File: src/rtl/drv_cal_pkg.sv
package drv_cal_pkg;
  typedef enum logic [1:0] {
    V_HOLD = 2'd0,
    V_UP   = 2'd1,
    V_DOWN = 2'd2,
    V_NONE = 2'd3
  } verdict_e;
endpackage

File: src/rtl/osc_sync_edge.sv
module osc_sync_edge (
  input  logic clk,
  input  logic rst_n,
  input  logic osc_in,
  output logic rise
);
  logic meta_q, sync_q, last_q;

  always_ff @(posedge clk or negedge rst_n) begin
    if (!rst_n) begin
      meta_q <= 1'b0;
      sync_q <= 1'b0;
      last_q <= 1'b0;
    end else begin
      meta_q <= osc_in;
      sync_q <= meta_q;
      last_q <= sync_q;
    end
  end

  always_comb rise = sync_q & ~last_q;
endmodule

File: src/rtl/win_counter.sv
module win_counter #(
  parameter int WIN_W = 16,
  parameter int CNT_W = 16
) (
  input  logic             clk,
  input  logic             rst_n,
  input  logic             en,
  input  logic             rise,
  input  logic [WIN_W-1:0] win_len,
  output logic [CNT_W-1:0] meas,
  output logic             meas_vld
);
  logic [WIN_W-1:0] timer_q, timer_d;
  logic [CNT_W-1:0] cnt_q, cnt_d, meas_q, meas_d, sum;
  logic             vld_d, vld_q, last;

  always_comb begin
    last    = (timer_q == win_len - 1'b1);
    sum     = cnt_q + {{(CNT_W-1){1'b0}}, rise};
    timer_d = timer_q + 1'b1;
    cnt_d   = sum;
    meas_d  = meas_q;
    vld_d   = 1'b0;
    if (!en) begin
      timer_d = '0;
      cnt_d   = '0;
    end else if (last) begin
      timer_d = '0;
      cnt_d   = '0;
      meas_d  = sum;
      vld_d   = 1'b1;
    end
  end

  always_ff @(posedge clk or negedge rst_n) begin
    if (!rst_n) begin
      timer_q <= '0;
      cnt_q   <= '0;
      meas_q  <= '0;
      vld_q   <= 1'b0;
    end else begin
      timer_q <= timer_d;
      cnt_q   <= cnt_d;
      meas_q  <= meas_d;
      vld_q   <= vld_d;
    end
  end

  always_comb begin
    meas     = meas_q;
    meas_vld = vld_q;
  end
endmodule

File: src/rtl/leg_stepper.sv
module leg_stepper
  import drv_cal_pkg::*;
#(
  parameter int LEGS       = 8,
  parameter int RESET_LEGS = 4
) (
  input  logic            clk,
  input  logic            rst_n,
  input  verdict_e        verdict,
  output logic [LEGS-1:0] code
);
  localparam logic [LEGS-1:0] INIT = {LEGS{1'b1}} >> (LEGS - RESET_LEGS);

  logic [LEGS-1:0] code_q, code_d;
  logic            step_en;

  always_comb begin
    step_en = (verdict == V_UP) || (verdict == V_DOWN);
    code_d  = code_q;
    if (verdict == V_UP)   code_d = {code_q[LEGS-2:0], 1'b1};
    if (verdict == V_DOWN) code_d = {1'b0, code_q[LEGS-1:1]};
  end

  always_ff @(posedge clk or negedge rst_n) begin
    if (!rst_n)       code_q <= INIT;
    else if (step_en) code_q <= code_d;
  end

  always_comb code = code_q;
endmodule

File: src/rtl/drv_cal_ctrl.sv
module drv_cal_ctrl
  import drv_cal_pkg::*;
#(
  parameter int LEGS       = 8,
  parameter int RESET_LEGS = 4,
  parameter int WIN_W      = 16,
  parameter int CNT_W      = 16,
  parameter int BAND       = 1
) (
  input  logic             clk,
  input  logic             rst_n,
  input  logic             en,
  input  logic             osc_in,
  input  logic [WIN_W-1:0] win_len,
  input  logic [CNT_W-1:0] target,
  output logic [LEGS-1:0]  pu_en,
  output logic [LEGS-1:0]  pd_en,
  output logic             done
);
  localparam logic [CNT_W:0] BAND_X = (CNT_W+1)'(BAND);

  logic             rise, meas_vld;
  logic [CNT_W-1:0] meas;
  logic [CNT_W:0]   meas_x, tgt_x;
  verdict_e         verdict;
  logic [1:0]       streak_q, streak_d;
  logic [LEGS-1:0]  codes [2];

  osc_sync_edge u_sync (.clk(clk), .rst_n(rst_n), .osc_in(osc_in), .rise(rise));

  win_counter #(.WIN_W(WIN_W), .CNT_W(CNT_W)) u_win (
    .clk(clk), .rst_n(rst_n), .en(en), .rise(rise), .win_len(win_len),
    .meas(meas), .meas_vld(meas_vld)
  );

  always_comb begin
    meas_x  = {1'b0, meas};
    tgt_x   = {1'b0, target};
    verdict = V_NONE;
    if (meas_vld && en) begin
      if (meas_x + BAND_X < tgt_x)      verdict = V_UP;
      else if (meas_x > tgt_x + BAND_X) verdict = V_DOWN;
      else                              verdict = V_HOLD;
    end
  end

  for (genvar g = 0; g < 2; g++) begin : g_stack
    leg_stepper #(.LEGS(LEGS), .RESET_LEGS(RESET_LEGS)) u_step (
      .clk(clk), .rst_n(rst_n), .verdict(verdict), .code(codes[g])
    );
  end

  always_comb begin
    streak_d = streak_q;
    case (verdict)
      V_HOLD:  streak_d = streak_q[1] ? 2'd2 : streak_q + 2'd1;
      V_UP,
      V_DOWN:  streak_d = 2'd0;
      default: streak_d = streak_q;
    endcase
  end

  always_ff @(posedge clk or negedge rst_n) begin
    if (!rst_n) streak_q <= 2'd0;
    else        streak_q <= streak_d;
  end

  always_comb begin
    pu_en = codes[0];
    pd_en = codes[1];
    done  = streak_q[1];
  end
endmodule

File: config.mk
export PLATFORM = sky130hd
export DESIGN_NAME = drv_cal_ctrl
export DESIGN_NICKNAME = d
export VERILOG_FILES = /design/src/rtl/drv_cal_pkg.sv /design/src/rtl/osc_sync_edge.sv /design/src/rtl/win_counter.sv /design/src/rtl/leg_stepper.sv /design/src/rtl/drv_cal_ctrl.sv
export SDC_FILE = /design/constraint.sdc
export NUM_CORES = 1
export LEC_CHECK = 0
export BUFFER_PORTS_ARGS = -buffer_cell sky130_fd_sc_hd__buf_2
export CORE_MARGIN = 2
export CORE_UTILIZATION = 55
export DETAILED_ROUTE_END_ITERATION = 6
export PLACE_DENSITY = 0.8
export SLEW_MARGIN = 0
export SYNTH_ARGS = -nofsm -noshare
export SYNTH_HDL_FRONTEND = slang
export SYNTH_SLANG_ARGS = --single-unit
export TNS_END_PERCENT = 30
File: constraint.sdc
create_clock -name clk -period 12.15 [get_ports clk]
set_clock_uncertainty 0.2 [all_clocks]
set_input_delay 2.43 -clock clk [delete_from_list [all_inputs] [get_ports clk]]
set_output_delay 2.43 -clock clk [all_outputs]
set_load 0.02 [all_outputs]
==> out/metrics.csv, run 1 <==
stage,metric,value,unit
route,via_per_inst,5.70,
route,drc_errors,0,
critical_path,cp_max_fo,32,
sta,setup_tns,0,ps
synthesis,syn_nets,599,
power_and_ir_drop,leakagePower,2.37,nW
synthesis,synth_top_area_frac,0.315,
clock_network,clock_path_buffers,2,
clock_network,htreeDepth,3,
placed_design,dp_cells,673,
power_and_ir_drop,powerDensity,89.8,mW/mm2
finish,multi_input_area,0.00297,mm2
critical_path,crit_type,input port to register,
finish,stdcell_count,689,
sta,fmax,0.152,GHz
synthesis,syn_avg_cell_area,9.40,um2
synthesis,synth_warnings,0,
finish,antenna_cells,0,
global_routing,grt_overflow_total,0,
placed_design,portBuffers,52,
clock_network,cts_tree,yes,
critical_path,worstReg2RegStart,u_win.meas[0],
route,wire_per_inst,14.8,um
clock_network,cts.sinks,70,
clock_network,clock-root-buffer,clkbuf_8,
sta,drv_slew,0,
synthesis,yosysMostFrequentCell,dfrtp_1,
route,wirelength,10.2,mm
global_routing,grt_pass1_vias,3878,
global_routing,grt_use_total,0.221,
floorplan,dieArea,0.00973,mm2
global_routing,antenna_found_initial,0,
min_path,holdCritStartpoint,u_sync.meta_q,
power_and_ir_drop,power,494,uW
critical_path,cp-startpoint,target[0],
sta,fin_ws,5570,ps
critical_path,worst_ep_arrival_time,6610,ps
route,dr.pass1.iters,4,
finish,nNetsFinal,651,
finish,nFillCells,759,
synthesis,ys_seq_elements,70,
global_routing,grt_max_degree,71,
critical_path,cp_common_cell,ha_1,
route,vias,3929,
synthesis,ys_dominant_reg_cell,dfrtp_1,
clock_network,postCtsResizedCells,0,
synthesis,synth_common_cells,"dfrtp_1 (62), xnor2_1 (57), ha_1 (39)",
finish,drive_above_1_share,0.145,
synthesis,synth_top_cell_by_area,dfrtp_1,
critical_path,cp_cell_sequence,buf_2 -> ha_1 -> nand3_1 -> nor4_1 -> and3_1 -> xnor2_1 -> ha_1 -> a21o_1 -> a21o_1 -> a21oi_1 -> o21ai_0 -> nor3_1 -> o311ai_0 -> ha_1 -> nor2_1 -> a22o_1,
sta,period_share,0.541,
floorplan,core_area,0.00872,mm2
route,postRouteAntennaNets,0,
placed_design,place.gp.congestion,0.862,
finish,areaGrowthSynthToFinish,11.8,%
critical_path,end_kind,register,
floorplan,die_w,98.6,um
synthesis,synth_area,0.00493,mm2
floorplan,start_util,0.565,
sta,timing.final.hold_violations,0,
synthesis,syn_inst,524,
placed_design,pre_cts_slack,5280,ps
clock_network,hold_buffers,0,
clock_network,numCtsBuffers,9,
sta,slew_headroom,0.429,
clock_network,clkTransAtPathRegs,70,ps
finish,register_area,0.00176,mm2
critical_path,crit_required,12180,ps
min_path,hold_path_class,register to register,
run_status,status,"finished, final reports clean",
power_and_ir_drop,worst_ir_drop_vdd,0.0732,mV
synthesis,ys_top_cells_by_area,"dfrtp_1 (31%), xnor2_1 (10%), ha_1 (9.9%), mux2i_1 (5.3%), nor3b_1 (4.6%)",
synthesis,synth-seq-area-share,0.358,
clock_network,cts_setup_buffers,0,
floorplan,row_count,34,
placed_design,dp_hpwl,7.69,mm
synthesis,synth_edf_count,0,
critical_path,r2r_slack,7390,ps
synthesis,synth-async-reset-ratio,1.00,
route,drt_iter0_markers,247,
sta,tightest_slew,856,ps
clock_network,clkLatencyLatePin,350,ps
sta,finalSetupViolCount,0,
floorplan,io_pins,53,
critical_path,slowest_delay,870,ps
sta,rsz0062_at_grt,no,
sta,fin_crit,6580,ps
flow_run,max-cap-violations,0,
critical_path,critPathLaunchType,input port,
floorplan,dieHeight,98.6,um
global_routing,grt_pass1_wl,17.6,mm
synthesis,netlist-cell-type-count,48,
critical_path,cpMaxStageDelayCell,ha_1,
worst max-delay path: cells and delay by family:
kind / cells / cell delay (ps)
simple gates: 5 / 1570
xor+xnor: 1 / 130
buf+inv: 1 / 120
fa+ha+maj: 3 / 1340
compound gates: 6 / 1020
kinds of logic (layout without fill, tap and decap cells):
family,count (synthesis),in the layout,share of synthesized area
simple gates,199,199,0.230
compound gates,59,59,0.0777
xor+xnor,77,77,0.137
buf+inv,52,109,0.0414
flops,70,70,0.358
fa+ha+maj,39,39,0.0991
mux,28,28,0.0574
sequential cells by signal, indices dropped and copies added, names as in the netlist:
name / flops
u_sync.sync_q: 1
g_stack.u_step.code: 16
streak_q: 2
u_win.timer_q: 16
u_sync.last_q: 1
u_win.meas_vld: 1
u_win.cnt_q: 16
u_sync.meta_q: 1
u_win.meas: 16
layout by cell type (no fill, tap or decap), types with 13 or more instances in the layout:
cell type / instances
nand3_1: 25
nand2_1: 37
inv_1: 38
dfrtp_1: 62
xor2_1: 20
xnor2_1: 57
nand4_1: 20
nor3b_1: 30
nor3_1: 13
ha_1: 39
nor2_1: 31
mux2i_1: 26
o21ai_0: 19
buf_2: 52
power by group:
| part | total (mW) | switching [mW] | internal [mW] |
|---|---|---|---|
| Sequential | 0.237 | 0.00201 | 0.235 |
| Clock | 0.204 | 0.0838 | 0.121 |
| Combinational | 0.0530 | 0.0306 | 0.0224 |
| Total | 0.494 | 0.116 | 0.378 |
stage by stage:
step	hold slack, ps	util	instance area, um2
2_1_floorplan	131	-	4930
3_3_place_gp	134	0.607	5290
3_5_place_dp	135	0.607	5290
4_1_cts	150	0.631	5510
5_1_grt	153	0.631	5510
6_report	148	0.631	5510
routing by layer:
layer  routed length (um)  global-route usage
met5                    0                   0
met4                  116              0.0811
met1                 4860               0.308
met2                 4810               0.358
met3                  435              0.0255
area by class of cell:
class | instances | share of cell area
Clock inverter | 4 | 0.0127
Tap cell | 108 | 0.0245
Multi-Input combinational cell | 402 | 0.539
Clock buffer | 12 | 0.0264
Inverter | 38 | 0.0259
Timing Repair Buffer | 55 | 0.0514
Sequential cell | 70 | 0.320
final timing paths:
check,cells after the start,to
min in group asynchronous,2,g_stack[0].u_step.code[4]
setup / recovery,16,g_stack[1].u_step.code[7]
max in group asynchronous,2,u_win.meas[8]
hold / removal,0,u_sync.sync_q
hold reg to reg,0,u_sync.sync_q
setup reg to reg,13,g_stack[1].u_step.code[7]
Note: power is estimated with default switching activity, not from simulation.
==> inputs of run 2 (changes only) <==
ABC_AREA = 1   (was default)
PLACE_DENSITY = 0.83   (was 0.8)
clock period = 5.3 ns   (was 12.15 ns; I/O delays follow)
==> out/metrics.csv, run 2 <==
stage,metric,value,unit,change
placed_design,portBuffers,52,,unchanged
synthesis,ys_dominant_reg_cell,dfrtp_1,,
critical_path,end_kind,register,,
critical_path,cpLargestDelayFamily,simple AND/OR/NAND/NOR gates,,
critical_path,cp_common_cell,inv_1,,
synthesis,synth_edf_count,0,,unchanged
global_routing,grt_pass1_vias,4885,,+26%
min_path,hold_depth,0,,unchanged
synthesis,synth_top_cell_by_area,dfrtp_1,,
synthesis,synth-async-reset-ratio,1.00,,unchanged
floorplan,die_w,103,um,+4.8%
critical_path,r2r_slack,960,ps,-6430 ps
route,wire_per_inst,13.1,um,-11%
critical_path,rr_endpoint,g_stack[0].u_step.code[6],,
critical_path,slowest_delay,390,ps,-480 ps
placed_design,dp_cells,912,,+36%
clock_network,postCtsResizedCells,0,,unchanged
finish,stdcell_count,928,,+35%
finish,drive_above_1_share,0.128,,-0.0163
critical_path,worstReg2RegStart,u_win.meas[2],,
global_routing,antenna_found_initial,0,,unchanged
critical_path,r2r.worst_path.cells,21,,+8
route,drt_iter0_markers,308,,+25%
synthesis,syn_inst,742,,+42%
route,drc_errors,0,,unchanged
power_and_ir_drop,pwr-share-comb,0.113,,+0.006
critical_path,crit_type,input port to register,,
floorplan,core_area,0.00968,mm2,+11%
min_path,holdCritStartpoint,u_sync.meta_q,,
critical_path,crit_buf_inv,5,,+4
floorplan,dieHeight,103,um,+4.8%
clock_network,htreeDepth,3,,unchanged
sta,drv_slew,0,,unchanged
critical_path,critPathLaunchType,input port,,
finish,antenna_cells,0,,unchanged
route,postRouteAntennaNets,0,,unchanged
synthesis,synth_area,0.00543,mm2,+10%
run_status,status,"finished, final reports clean",,
clock_network,clock_path_buffers,2,,unchanged
power_and_ir_drop,clkPwrFrac,0.371,,-0.043
route,vias,4920,,+25%
power_and_ir_drop,powerDensity,175,mW/mm2,+95%
critical_path,cpMaxStageDelayCell,inv_1,,
critical_path,worst_ep_arrival_time,4680,ps,-1930 ps
sta,finalSetupViolCount,0,,unchanged
synthesis,synth-seq-area-share,0.324,,-0.0334
clock_network,clkLatencyLatePin,340,ps,about the same
placed_design,dp_hpwl,9.57,mm,+24%
clock_network,cts.sinks,70,,unchanged
synthesis,synth_warnings,0,,unchanged
clock_network,clkTransAtPathRegs,80,ps,about the same
sta,rsz0062_at_grt,no,,
sta,period_share,0.879,,
sta,fin_crit,4660,ps,
clock_network,clock-root-buffer,clkbuf_8,,
power_and_ir_drop,leakagePower,3.27,nW,+38%
route,via_per_inst,5.30,,-7.0%
synthesis,yosysMostFrequentCell,nand2_1,,
floorplan,io_pins,53,,unchanged
placed_design,place.gp.congestion,0.982,,+14%
finish,post-route-util,0.617,,-0.0148
min_path,hold_path_class,register to register,,
floorplan,dieArea,0.0107,mm2,+9.9%
clock_network,cts_tree,yes,,
critical_path,cp_cell_sequence,buf_2 -> inv_1 -> nor3_1 -> nand3_1 -> nor2_1 -> nand3_1 -> nor2_1 -> inv_1 -> o21ai_0 -> o21ai_0 -> ha_1 -> inv_1 -> nor3_1 -> nor4b_1 -> a21oi_1 -> nand3_1 -> nand2_1 -> ha_1 -> inv_1 -> o21ai_0 -> a21oi_1 -> a21oi_1,,
route,wirelength,12.2,mm,+19%
power_and_ir_drop,pwr-share-seq,0.517,,+0.038
finish,areaGrowthSynthToFinish,9.93,%,
power_and_ir_drop,intPower,773,uW,+100%
route,dr.pass1.iters,5,,+1
sta,slew_headroom,0.360,,-0.0692
global_routing,grt_use_total,0.249,,+0.0280
synthesis,ys_seq_elements,70,,unchanged
sta,timing.final.hold_violations,0,,unchanged
power_and_ir_drop,worst_ir_drop_vdd,0.215,mV,+190%
clock_network,cts_setup_buffers,0,,unchanged
sta,fmax,0.215,GHz,
power_and_ir_drop,netSwitchingFraction,0.262,,+0.0269
clock_network,numCtsBuffers,9,,unchanged
synthesis,synth_top_area_frac,0.286,,-0.0294
synthesis,netlist-cell-type-count,39,,-19%
synthesis,syn_avg_cell_area,7.32,um2,-22%
global_routing,grt_max_degree,52,,-27%
global_routing,grt_pass1_wl,21.4,mm,+22%
global_routing,grt_overflow_total,0,,unchanged
critical_path,cp_max_fo,16,,-50%
sta,tightest_slew,959,ps,+103 ps
power_and_ir_drop,switchingPower,275,uW,+140%
floorplan,start_util,0.561,,-0.00387
critical_path,crit_required,5320,ps,-6860 ps
synthesis,syn_nets,817,,+36%
sta,hold_ws,151,ps,+3.05 ps
sta,setup_tns,0,ps,unchanged
power_and_ir_drop,power,1.05,mW,+110%
clock_network,hold_buffers,0,,unchanged
floorplan,row_count,36,,+5.9%
finish,final_common_cell,nand2_1,,
min_path,min_to,u_sync.sync_q,,
flow_run,max-cap-violations,0,,unchanged
synthesis,ys_top_cells_by_area,"dfrtp_1 (29%), nand2_1 (11%), ha_1 (9.0%), xor2_1 (7.6%), inv_1 (7.0%)",,
finish,nFillCells,885,,+17%
finish,mostFrequentLayoutCells,"nand2_1 (165), inv_1 (102), nor2_1 (62), nand3_1 (62), dfrtp_1 (62)",,
finish,nNetsFinal,865,,+33%
synthesis,synth_common_cells,"nand2_1 (165), inv_1 (102), dfrtp_1 (62), nand3_1 (62), nor2_1 (62)",,
==> run 2: cell count changes after synthesis, sizes merged, moves of 7 or more <==
cell	previous run	this run
xnor2	57	17
nand3b	0	16
nor2	31	73
a21oi	10	38
nand2	37	169
buf	2	9
xor2	20	47
inv	38	107
nor3	13	32
nand3	25	63
nor2b	8	0
mux2i	26	0
nor3b	31	0
==> run 2: worst max path at each step <==
| stage | endpoint | from | slack [ps] | depth (start not counted) |
|---|---|---|---|---|
| finish | g_stack[0].u_step.code[6] | target[0] | 640 | 22 |
| global route | g_stack[0].u_step.code[6] | target[0] | 220 | 22 |
| CTS | g_stack[0].u_step.code[6] | target[0] | 680 | 22 |
| detailed placement | g_stack[0].u_step.code[6] | target[0] | 330 | 22 |
| global placement | g_stack[0].u_step.code[6] | target[0] | 510 | 22 |
| floorplan | g_stack[0].u_step.code[7] | target[0] | 920 | 21 |
==> run 2: layout make-up <==
| cell class | count | area (um2) | area share |
|---|---|---|---|
| Timing Repair Buffer | 55 | 283 | 0.0473 |
| Clock buffer | 11 | 151 | 0.0254 |
| Inverter | 107 | 402 | 0.0673 |
| Sequential cell | 70 | 1760 | 0.295 |
| Tap cell | 133 | 166 | 0.0279 |
| Multi-Input combinational cell | 547 | 3170 | 0.532 |
| Clock inverter | 5 | 33.8 | 0.00566 |
==> run 2: kinds of logic after synthesis <==
family | Yosys count | share of synthesized area
flip-flops | 70 | 0.324
AND/OR/NAND/NOR | 383 | 0.331
AO/OA/AOI/OAI | 61 | 0.0601
XOR/XNOR | 64 | 0.103
adder cells (fa/ha/maj) | 39 | 0.0898
buffers and inverters | 125 | 0.0914
==> run 2: power by group through the flow <==
stage / clock network [mW] / logic, mW / registers (mW)
2_1_floorplan: 0 / 0.0688 / 0.551
3_3_place_gp: 0 / 0.111 / 0.551
3_5_place_dp: 0 / 0.118 / 0.551
4_1_cts: 0.401 / 0.119 / 0.541
5_1_grt: 0.426 / 0.135 / 0.542
6_report: 0.388 / 0.118 / 0.541
==> run 2: through the flow <==
stage                     setup WS (ps)  instance area, um2
after floorplan                     916                5430
after global routing                220                5970
final                               640                5970
after CTS                           681                5970
after detailed placement            330                5790
after global placement              513                5790
==> run 2: metal layers <==
layer / share of wire / GRT usage
met1: 0.47 / 0.342
met2: 0.48 / 0.417
met3: 0.035 / 0.0255
met4: 0.014 / 0.0759
met5: 0 / 0
==> inputs of run 3 (changes only) <==
CAP_MARGIN = 15   (was default)
CTS_BUF_LIST = sky130_fd_sc_hd__clkbuf_4 sky130_fd_sc_hd__clkbuf_8   (was default)
PLACE_DENSITY = 0.79   (was 0.83)
==> out/metrics.csv, run 3 (synthesis results as in run 2) <==
stage,metric,value,unit,change
critical_path,cpMaxStageDelayCell,inv_1,,
critical_path,cp_max_fo,16,,unchanged
clock_network,clock-root-buffer,clkbuf_8,,
global_routing,grtUsageMet1,0.346,,+0.00388
sta,rsz0062_at_grt,no,,
sta,fmax,0.217,GHz,+0.93%
finish,nFillCells,880,,-0.56%
global_routing,grt_pass1_vias,4597,,-5.9%
global_routing,use_met3,0.0282,,+0.00269
power_and_ir_drop,pwr-share-comb,0.113,,about the same
placed_design,place_area,0.00579,mm2,unchanged
sta,timing.final.hold_violations,0,,unchanged
finish,stdcell_count,928,,unchanged
sta,drv_slew,0,,unchanged
route,drt_iter0_markers,355,,+15%
power_and_ir_drop,intPower,762,uW,-1.4%
critical_path,r2r_slack,1030,ps,+70 ps
placed_design,place.gp.congestion,0.934,,-4.9%
global_routing,antenna_found_initial,0,,unchanged
floorplan,dieHeight,103,um,unchanged
route,via_per_inst,5.27,,-0.59%
power_and_ir_drop,pwr-share-seq,0.526,,+0.009
critical_path,critPathLaunchType,input port,,
route,drc_errors,0,,unchanged
floorplan,die_w,103,um,unchanged
power_and_ir_drop,power,1.03,mW,-1.8%
power_and_ir_drop,netSwitchingFraction,0.259,,-0.00294
critical_path,cp_common_cell,inv_1,,
critical_path,crit_buf_inv,5,,unchanged
clock_network,postCtsResizedCells,0,,unchanged
finish,final_common_cell,nand2_1,,
critical_path,cp-startpoint,target[0],,
finish,multi_input_area,0.00317,mm2,unchanged
min_path,holdCritStartpoint,u_sync.meta_q,,
route,postRouteAntennaNets,0,,unchanged
global_routing,grt_use_total,0.241,,-0.00801
placed_design,dp_cells,912,,unchanged
power_and_ir_drop,switchingPower,267,uW,-2.9%
sta,setup_tns,0,ps,unchanged
sta,fin_crit,4620,ps,-42.8 ps
placed_design,pre_cts_slack,366,ps,+36.1 ps
route,vias,4891,,-0.59%
sta,tightest_slew,1090,ps,+128 ps
critical_path,rr_endpoint,g_stack[0].u_step.code[6],,
finish,nNetsFinal,865,,unchanged
global_routing,grt.busiest_layer,met2,,
placed_design,dp_hpwl,9.09,mm,-5.0%
power_and_ir_drop,worst_ir_drop_vdd,0.148,mV,-31%
floorplan,io_pins,53,,unchanged
clock_network,htreeDepth,3,,unchanged
critical_path,cp_cell_sequence,buf_2 -> inv_1 -> nor3_1 -> nand3_1 -> nor2_1 -> nand3_1 -> nor2_1 -> inv_1 -> o21ai_0 -> o21ai_0 -> ha_1 -> inv_1 -> nor3_1 -> nor4b_1 -> a21oi_1 -> nand3_1 -> nand2_1 -> ha_1 -> inv_1 -> o21ai_0 -> a21oi_1 -> a21oi_1,,
floorplan,start_util,0.561,,unchanged
floorplan,row_count,36,,unchanged
finish,register_area,0.00176,mm2,unchanged
sta,fin_ws,683,ps,+42.8 ps
critical_path,r2r.worst_path.cells,19,,-9.5%
critical_path,crit_type,input port to register,,
placed_design,portBuffers,52,,unchanged
critical_path,slowest_delay,390,ps,about the same
clock_network,clock_path_buffers,2,,unchanged
finish,drive_above_1_share,0.128,,unchanged
clock_network,numCtsBuffers,9,,unchanged
route,wirelength,11.8,mm,-3.1%
critical_path,cpLargestDelayFamily,simple AND/OR/NAND/NOR gates,,
finish,mostFrequentLayoutCells,"nand2_1 (165), inv_1 (102), nor2_1 (62), nand3_1 (62), dfrtp_1 (62)",,
clock_network,clkLatencyLatePin,340,ps,about the same
critical_path,end_kind,register,,
global_routing,grt_pass1_wl,20.6,mm,-3.7%
floorplan,dieArea,0.0107,mm2,unchanged
clock_network,hold_buffers,0,,unchanged
clock_network,cts_setup_buffers,0,,unchanged
clock_network,cts_tree,yes,,
critical_path,worstReg2RegStart,u_win.meas[0],,
global_routing,grt_util_met2,0.379,,-0.0387
min_path,hold_path_class,register to register,,
sta,finalSetupViolCount,0,,unchanged
power_and_ir_drop,leakagePower,3.28,nW,+0.14%
sta,period_share,0.871,,-0.00807
clock_network,clkTransAtPathRegs,70,ps,about the same
global_routing,grt_max_degree,71,,+37%
run_status,status,"finished, final reports clean",,
min_path,min_to,u_sync.sync_q,,
finish,antenna_cells,0,,unchanged
finish,areaGrowthSynthToFinish,9.65,%,
clock_network,cts.sinks,70,,unchanged
power_and_ir_drop,powerDensity,173,mW/mm2,-1.5%
route,wire_per_inst,12.7,um,-3.1%
min_path,hold_depth,0,,unchanged
route,dr.pass1.iters,5,,unchanged
floorplan,core_area,0.00968,mm2,unchanged
global_routing,grt_overflow_total,0,,unchanged
sta,slew_headroom,0.275,,-0.0853
flow_run,max-cap-violations,0,,unchanged
critical_path,worst_ep_arrival_time,4650,ps,-30 ps
finish,design_area,0.00596,mm2,-0.25%
power_and_ir_drop,clkPwrFrac,0.361,,-0.010
critical_path,crit_required,5330,ps,about the same
-- run 3: power by group through the flow --
stage	registers [mW]	logic [mW]	clock network (mW)
after floorplan	0.551	0.0688	0
after detailed placement	0.551	0.117	0
after global routing	0.542	0.134	0.408
final	0.541	0.117	0.371
after CTS	0.541	0.117	0.382
after global placement	0.551	0.112	0
-- run 3: per-stage QoR --
stage	hold slack, ps	util
CTS	164	0.615
global route	170	0.615
floorplan	131	-
finish	159	0.615
global placement	135	0.598
detailed placement	149	0.598
-- run 3: area by class of cell --
class / count / area share
multi-input cells: 547 / 0.533
clock inverters: 5 / 0.00420
well taps: 133 / 0.0279
inverters: 107 / 0.0674
repair buffers: 55 / 0.0475
flip-flops and latches: 70 / 0.296
clock buffers: 11 / 0.0244
-- run 3: routing by layer --
metal  vias to the layer above  part of all wire
met5                         -                 0
li1                       2505                 -
met1                      2254              0.48
met3                        17             0.039
met4                         0             0.017
met2                       115              0.46
-- run 3: how the worst max path moves through the flow --
stage	end	cells past startpoint
after floorplan	g_stack[0].u_step.code[7]	21
after global placement	g_stack[0].u_step.code[6]	22
after detailed placement	g_stack[0].u_step.code[6]	22
after CTS	g_stack[0].u_step.code[6]	22
after global routing	g_stack[0].u_step.code[6]	22
final	g_stack[0].u_step.code[6]	22
